[config.mk]
export PLATFORM = sky130hd
export DESIGN_NAME = fxa_ctrl
export DESIGN_NICKNAME = d
export VERILOG_FILES = /design/src/rtl/fxa_ctrl_pkg.sv /design/src/rtl/fxa_ctrl_regs.sv /design/src/rtl/fxa_ctrl_rstseq.sv /design/src/rtl/fxa_ctrl_reqgen.sv /design/src/rtl/fxa_ctrl.sv
export SDC_FILE = /design/constraint.sdc
export NUM_CORES = 1
export LEC_CHECK = 0
export BUFFER_PORTS_ARGS = -buffer_cell sky130_fd_sc_hd__clkbuf_2
export CORE_ASPECT_RATIO = 1.2
export CORE_MARGIN = 2
export CORE_UTILIZATION = 33
export CTS_CLUSTER_DIAMETER = 100
export CTS_CLUSTER_SIZE = 24
export DETAILED_ROUTE_END_ITERATION = 10
export PLACE_DENSITY = 0.81
export SETUP_SLACK_MARGIN = 0.15
export SYNTH_ARGS = -nofsm -noshare
export SYNTH_HDL_FRONTEND = slang
export SYNTH_SLANG_ARGS = --single-unit
[constraint.sdc]
create_clock -name clk -period 1.4 [get_ports clk]
set_clock_uncertainty 0.05 [all_clocks]
set_input_delay 0.14 -clock clk [delete_from_list [all_inputs] [get_ports clk]]
set_output_delay 0.14 -clock clk [all_outputs]
set_load 0.02 [all_outputs]
[src/rtl/fxa_ctrl_pkg.sv]
package fxa_ctrl_pkg;

    // Bit positions inside the control word
    localparam int unsigned BIT_RD_IE  = 0;
    localparam int unsigned BIT_WR_IE  = 1;
    localparam int unsigned BIT_OVF_IE = 2;
    localparam int unsigned BIT_UNF_IE = 3;
    localparam int unsigned BIT_SAT_IE = 4;
    localparam int unsigned BIT_DMAR   = 5;
    localparam int unsigned BIT_DMAW   = 6;
    localparam int unsigned BIT_CLIP   = 7;
    localparam int unsigned BIT_UCLR   = 8;

    localparam int unsigned ENA_W      = 8;   // stored enable bits
    localparam int unsigned CTRL_USED  = 9;   // implemented bits incl. reset
    localparam int unsigned NUM_IRQ    = 5;

    // DMA enables are write-locked during a run
    localparam logic [ENA_W-1:0] LOCK_MASK = (ENA_W'(1) << BIT_DMAR) | (ENA_W'(1) << BIT_DMAW);

    typedef struct packed {
        logic clip;
        logic dmaw;
        logic dmar;
        logic sat_ie;
        logic unf_ie;
        logic ovf_ie;
        logic wr_ie;
        logic rd_ie;
    } ctrl_t;

    typedef enum logic [0:0] {
        ST_IDLE  = 1'b0,
        ST_CLEAR = 1'b1
    } clr_state_t;

endpackage

[src/rtl/fxa_ctrl_regs.sv]
module fxa_ctrl_regs
    import fxa_ctrl_pkg::*;
(
    input  logic             clk,
    input  logic             rst_n,
    input  logic             wr_en,
    input  logic [ENA_W-1:0] wr_bits,
    input  logic             run_active,
    output ctrl_t            ctrl_q
);

    logic [ENA_W-1:0] keep_mask;
    logic [ENA_W-1:0] ctrl_nxt;

    // Locked bits keep the stored value while a run is active
    always_comb begin
        keep_mask = run_active ? LOCK_MASK : '0;
        ctrl_nxt  = (ctrl_q & keep_mask) | (wr_bits & ~keep_mask);
    end

    always_ff @(posedge clk or negedge rst_n) begin
        if (!rst_n) begin
            ctrl_q <= '0;
        end else if (wr_en) begin
            ctrl_q <= ctrl_t'(ctrl_nxt);
        end
    end

    AST_DMA_LOCKED: assert property (@(posedge clk) disable iff (!rst_n)
        (wr_en && run_active) |=> ($stable(ctrl_q.dmar) && $stable(ctrl_q.dmaw)));

    AST_DMA_UNLOCKED: assert property (@(posedge clk) disable iff (!rst_n)
        (wr_en && !run_active) |=> (ctrl_q.dmar == $past(wr_bits[BIT_DMAR])));

    AST_HOLD_NO_WRITE: assert property (@(posedge clk) disable iff (!rst_n)
        !wr_en |=> $stable(ctrl_q));

    AST_CLIP_LOADS: assert property (@(posedge clk) disable iff (!rst_n)
        wr_en |=> (ctrl_q.clip == $past(wr_bits[BIT_CLIP])));

endmodule

[src/rtl/fxa_ctrl_rstseq.sv]
module fxa_ctrl_rstseq
    import fxa_ctrl_pkg::*;
(
    input  logic clk,
    input  logic rst_n,
    input  logic wr_en,
    input  logic clr_req,
    output logic unit_clear
);

    clr_state_t state_q;
    clr_state_t state_d;

    // State register
    always_ff @(posedge clk or negedge rst_n) begin
        if (!rst_n) begin
            state_q <= ST_IDLE;
        end else begin
            state_q <= state_d;
        end
    end

    // Next state: T_HOLD, T_ARM, T_DONE
    always_comb begin
        state_d = state_q;
        unique case (state_q)
            ST_IDLE:  state_d = (wr_en && clr_req) ? ST_CLEAR : ST_IDLE;
            ST_CLEAR: state_d = ST_IDLE;
            default:  state_d = ST_IDLE;
        endcase
    end

    // Outputs
    always_comb begin
        unit_clear = 1'b0;
        unique case (state_q)
            ST_IDLE:  unit_clear = 1'b0;
            ST_CLEAR: unit_clear = 1'b1;
            default:  unit_clear = 1'b0;
        endcase
    end

    AST_PULSE_ONE_CYCLE: assert property (@(posedge clk) disable iff (!rst_n)
        unit_clear |=> !unit_clear);

    AST_PULSE_FOLLOWS_WRITE: assert property (@(posedge clk) disable iff (!rst_n)
        (!unit_clear && wr_en && clr_req) |=> unit_clear);

    AST_NO_PULSE_UNASKED: assert property (@(posedge clk) disable iff (!rst_n)
        !(wr_en && clr_req) |=> !unit_clear);

endmodule

[src/rtl/fxa_ctrl_reqgen.sv]
module fxa_ctrl_reqgen
    import fxa_ctrl_pkg::*;
(
    input  ctrl_t ctrl,
    input  logic  y_empty,
    input  logic  x1_full,
    input  logic  ovf_flag,
    input  logic  unf_flag,
    input  logic  sat_flag,
    output logic  irq,
    output logic  dma_rd_req,
    output logic  dma_wr_req
);

    logic [NUM_IRQ-1:0] cond;
    logic [NUM_IRQ-1:0] ena;
    logic [NUM_IRQ-1:0] src;

    always_comb begin
        cond = {sat_flag, unf_flag, ovf_flag, !x1_full, !y_empty};
        ena  = {ctrl.sat_ie, ctrl.unf_ie, ctrl.ovf_ie, ctrl.wr_ie, ctrl.rd_ie};
    end

    for (genvar i = 0; i < NUM_IRQ; i++) begin : g_src
        assign src[i] = ena[i] & cond[i];
    end

    assign irq        = |src;
    assign dma_rd_req = ctrl.dmar & ~y_empty;
    assign dma_wr_req = ctrl.dmaw & ~x1_full;

endmodule

[src/rtl/fxa_ctrl.sv]
module fxa_ctrl
    import fxa_ctrl_pkg::*;
#(
    parameter int unsigned DATA_W = 32
) (
    input  logic              clk,
    input  logic              rst_n,
    input  logic              wr_en,
    input  logic [DATA_W-1:0] wr_data,
    output logic [DATA_W-1:0] rd_data,
    input  logic              run_active,
    input  logic              y_empty,
    input  logic              x1_full,
    input  logic              ovf_flag,
    input  logic              unf_flag,
    input  logic              sat_flag,
    output logic              irq,
    output logic              dma_rd_req,
    output logic              dma_wr_req,
    output logic              clip_en,
    output logic              unit_clear
);

    localparam int unsigned PAD_W = DATA_W - CTRL_USED;

    ctrl_t ctrl_q;
    logic  wr_data_unused;

    assign wr_data_unused = ^wr_data[DATA_W-1:CTRL_USED];

    fxa_ctrl_regs u_regs (
        .clk        (clk),
        .rst_n      (rst_n),
        .wr_en      (wr_en),
        .wr_bits    (wr_data[ENA_W-1:0]),
        .run_active (run_active),
        .ctrl_q     (ctrl_q)
    );

    fxa_ctrl_rstseq u_rstseq (
        .clk        (clk),
        .rst_n      (rst_n),
        .wr_en      (wr_en),
        .clr_req    (wr_data[BIT_UCLR]),
        .unit_clear (unit_clear)
    );

    fxa_ctrl_reqgen u_reqgen (
        .ctrl       (ctrl_q),
        .y_empty    (y_empty),
        .x1_full    (x1_full),
        .ovf_flag   (ovf_flag),
        .unf_flag   (unf_flag),
        .sat_flag   (sat_flag),
        .irq        (irq),
        .dma_rd_req (dma_rd_req),
        .dma_wr_req (dma_wr_req)
    );

    assign rd_data = {{PAD_W{1'b0}}, unit_clear, ctrl_q};
    assign clip_en = ctrl_q.clip;

    AST_RD_REQ_EMPTY: assert property (@(posedge clk) disable iff (!rst_n)
        y_empty |-> !dma_rd_req);

    AST_WR_REQ_FULL: assert property (@(posedge clk) disable iff (!rst_n)
        x1_full |-> !dma_wr_req);

    AST_IRQ_MASKED: assert property (@(posedge clk) disable iff (!rst_n)
        (rd_data[BIT_SAT_IE:BIT_RD_IE] == '0) |-> !irq);

    AST_RD_IRQ: assert property (@(posedge clk) disable iff (!rst_n)
        (rd_data[BIT_RD_IE] && !y_empty) |-> irq);

    AST_WR_IRQ: assert property (@(posedge clk) disable iff (!rst_n)
        (rd_data[BIT_WR_IE] && !x1_full) |-> irq);

    AST_ERR_IRQ: assert property (@(posedge clk) disable iff (!rst_n)
        ((rd_data[BIT_OVF_IE] && ovf_flag) || (rd_data[BIT_UNF_IE] && unf_flag)
         || (rd_data[BIT_SAT_IE] && sat_flag)) |-> irq);

    AST_CLEAR_KEEPS_BITS: assert property (@(posedge clk) disable iff (!rst_n)
        (unit_clear && !wr_en) |=> $stable(ctrl_q));

endmodule

==> flow_summary.yaml <==
grt:
  grt_pass1_vias: 387
  grt_pass1_wl_mm: 1.621
  grt_max_degree: 10
  grt_antenna_before_repair: 0
  grt-ovfl-total: 0
  grtUsageTotal: 0.1028
detailed_routing:
  drt-vias-per-instance: 3.887
  vias: 412
  drc: 0
  drt-initial-drc-count: 0
  drtPass1Iterations: 1
  wirelength_mm: 1.002
  ant_nets: 0
  wire_per_inst_um: 9.453
timing:
  layout_setup_ws_ns: 0.1387
  rsz0062_at_grt: "yes"
  fmax_mhz: 792.9
  finalSetupViolCount: 0
  tns_ns: 0
  min_period_ns: 1.261
  maxSlewViolCount: 0
  hold_viol_final: 0
  timing.final.crit_share: 0.9009
floorplan:
  std_cell_rows: 16
  die_x_um: 42.58
  core_mm2: 0.001662
  initial_utilization: 0.3547
  dieArea_mm2: 0.002141
  die_h_um: 50.29
  ios: 78
worst_setup_path:
  crit_type: "flip-flop to output pin"
  cp_max_fo: 2
  critPathSlowestCell: "dfrtp_1"
  cp.arrival_ns: 1.07
  slowest_delay_ns: 0.39
  endpoint_kind: "output pin"
  path_depth: 3
  cp-start-kind: "flip-flop"
  crit_buf_inv: 1
  path_cells: "a22oi_2 > nand4_1 > clkbuf_8"
  reg2reg_depth: 2
  cp.required_ns: 1.21
  path_delay_family: "flip-flops"
placement:
  dpl-instance-area_um2: 650.6
  dpl_worst_slack_ns: 0.3406
  port_buffers: 31
  dpl.hpwl_um: 888.8
  place_congestion: 0.6444
power_and_ir_drop:
  peakVddDrop_v: 0.0003697
  leakage_nw: 0.4095
  power_density_mw_per_mm2: 1057
finish:
  final_common_cell: "clkbuf_2"
  area_growth_pct: 21.44
  fin_area_um2: 715.7
  layout-drive-gt1-share: 0.5227
  final_cell_mix: "clkbuf_2, conb_1, dfrtp_1"
  layout.nets: 130
  num_antenna_cells: 0
min_path:
  whs_path_depth: 3
  hold_class: "input port to flip-flop"
clock_tree:
  clk_pin_slew_ns: 0.06
  cts_tree: "yes"
  cts-root-buf: "clkbuf_4"
  h-tree-depth: 1
  numCtsBuffers: 3
  cts.sinks: 9
  clockBufferDepth: 2
  insertion_delay_ns: 0.25
synth:
  ys_seq_area_frac: 0.3822
  avgSynthCellArea_um2: 10.91
  yosysUniqueCellTypes: 13
  syn_inst: 54
  ys_ff_latch: 9
  syn_area_um2: 589.3
  ys_warn_count: 0
flow_run:
  maxCapViolCount: 0
status:
  status: "finished clean"
## power by group
| group | total [mW] | switching [mW] | internal [mW] |
|---|---|---|---|
| Combinational | 0.251 | 0.154 | 0.0965 |
| Clock | 0.198 | 0.0879 | 0.110 |
| Sequential | 0.308 | 0.0202 | 0.288 |
## path summary, 6_finish.rpt
check | to | slack [ns] | from
hold reg to reg | u_rstseq.state_q | 0.41 | u_rstseq.state_q
setup / recovery | irq | 0.14 | u_regs.ctrl_q[3]
max in group asynchronous | u_regs.ctrl_q[0] | 0.88 | rst_n
hold / removal | u_rstseq.state_q | 0.02 | wr_data[8]
min in group asynchronous | u_regs.ctrl_q[3] | 0.22 | rst_n
setup reg to reg | u_regs.ctrl_q[3] | 0.47 | u_regs.ctrl_q[3]
## layer usage
layer | vias up | GRT usage | routed length (um)
li1 | 197 | - | -
met1 | 181 | 0.1007 | 345
met2 | 34 | 0.1821 | 540
met3 | 0 | 0.04676 | 116
met4 | 0 | 0.04688 | 0
met5 | - | 0 | 0
## cell usage after synthesis, drive strengths merged
| library cell | number | area share |
|---|---|---|
| nor2b | 3 | 0.045 |
| buf | 26 | 0.34 |
| dfrtp | 9 | 0.38 |
| a22oi | 1 | 0.013 |
| nand2b | 2 | 0.021 |
| mux2 | 8 | 0.17 |
| nor2 | 1 | 0.0064 |
| conb | 1 | 0.0064 |
| nand2 | 2 | 0.013 |
| nand4 | 1 | 0.011 |
## what timing repair did
item	4_1_cts	5_1_grt
gates resized for setup	3	0
hold endpoints to repair	9	0
pin swaps	2	0
buffers inserted	2	0
gates cloned	0	0
setup endpoints to repair	1	1
hold buffers	1	0
## metrics by stage
step	total power, mW	std cells	hold slack, ns	util
finish	0.7563	106	0.02426	0.4307
global route	0.8080	106	0.02967	0.4307
CTS	0.7696	106	0.01672	0.4307
detailed placement	0.5488	99	-0.03806	0.3916
global placement	0.5428	99	-0.04480	0.3916
floorplan	0.5266	76	-0.2056	-
## area by class of cell
| type | count | area [um2] |
|---|---|---|
| clock buffers | 4 | 26.28 |
| fillers | 170 | 945.9 |
| multi-input cells | 41 | 252.7 |
| flip-flops and latches | 9 | 225.2 |
| well taps | 18 | 22.52 |
| repair buffers | 34 | 188.9 |
## cell families after synthesis
family                 Yosys count  share of synthesized area
AOI/OAI and AO/OA                1                    0.01274
muxes                            8                     0.1656
other                            1                   0.006363
buffers and inverters           26                     0.3376
and+or+nand+nor                  9                    0.09553
DFF                              9                     0.3822
## worst register-to-register path, cell delays in order (launching register included)
cell	delay [ns]
dfrtp_1	0.39
buf_4	0.14
mux2_2	0.25
Power figures use the tool's default switching activity.
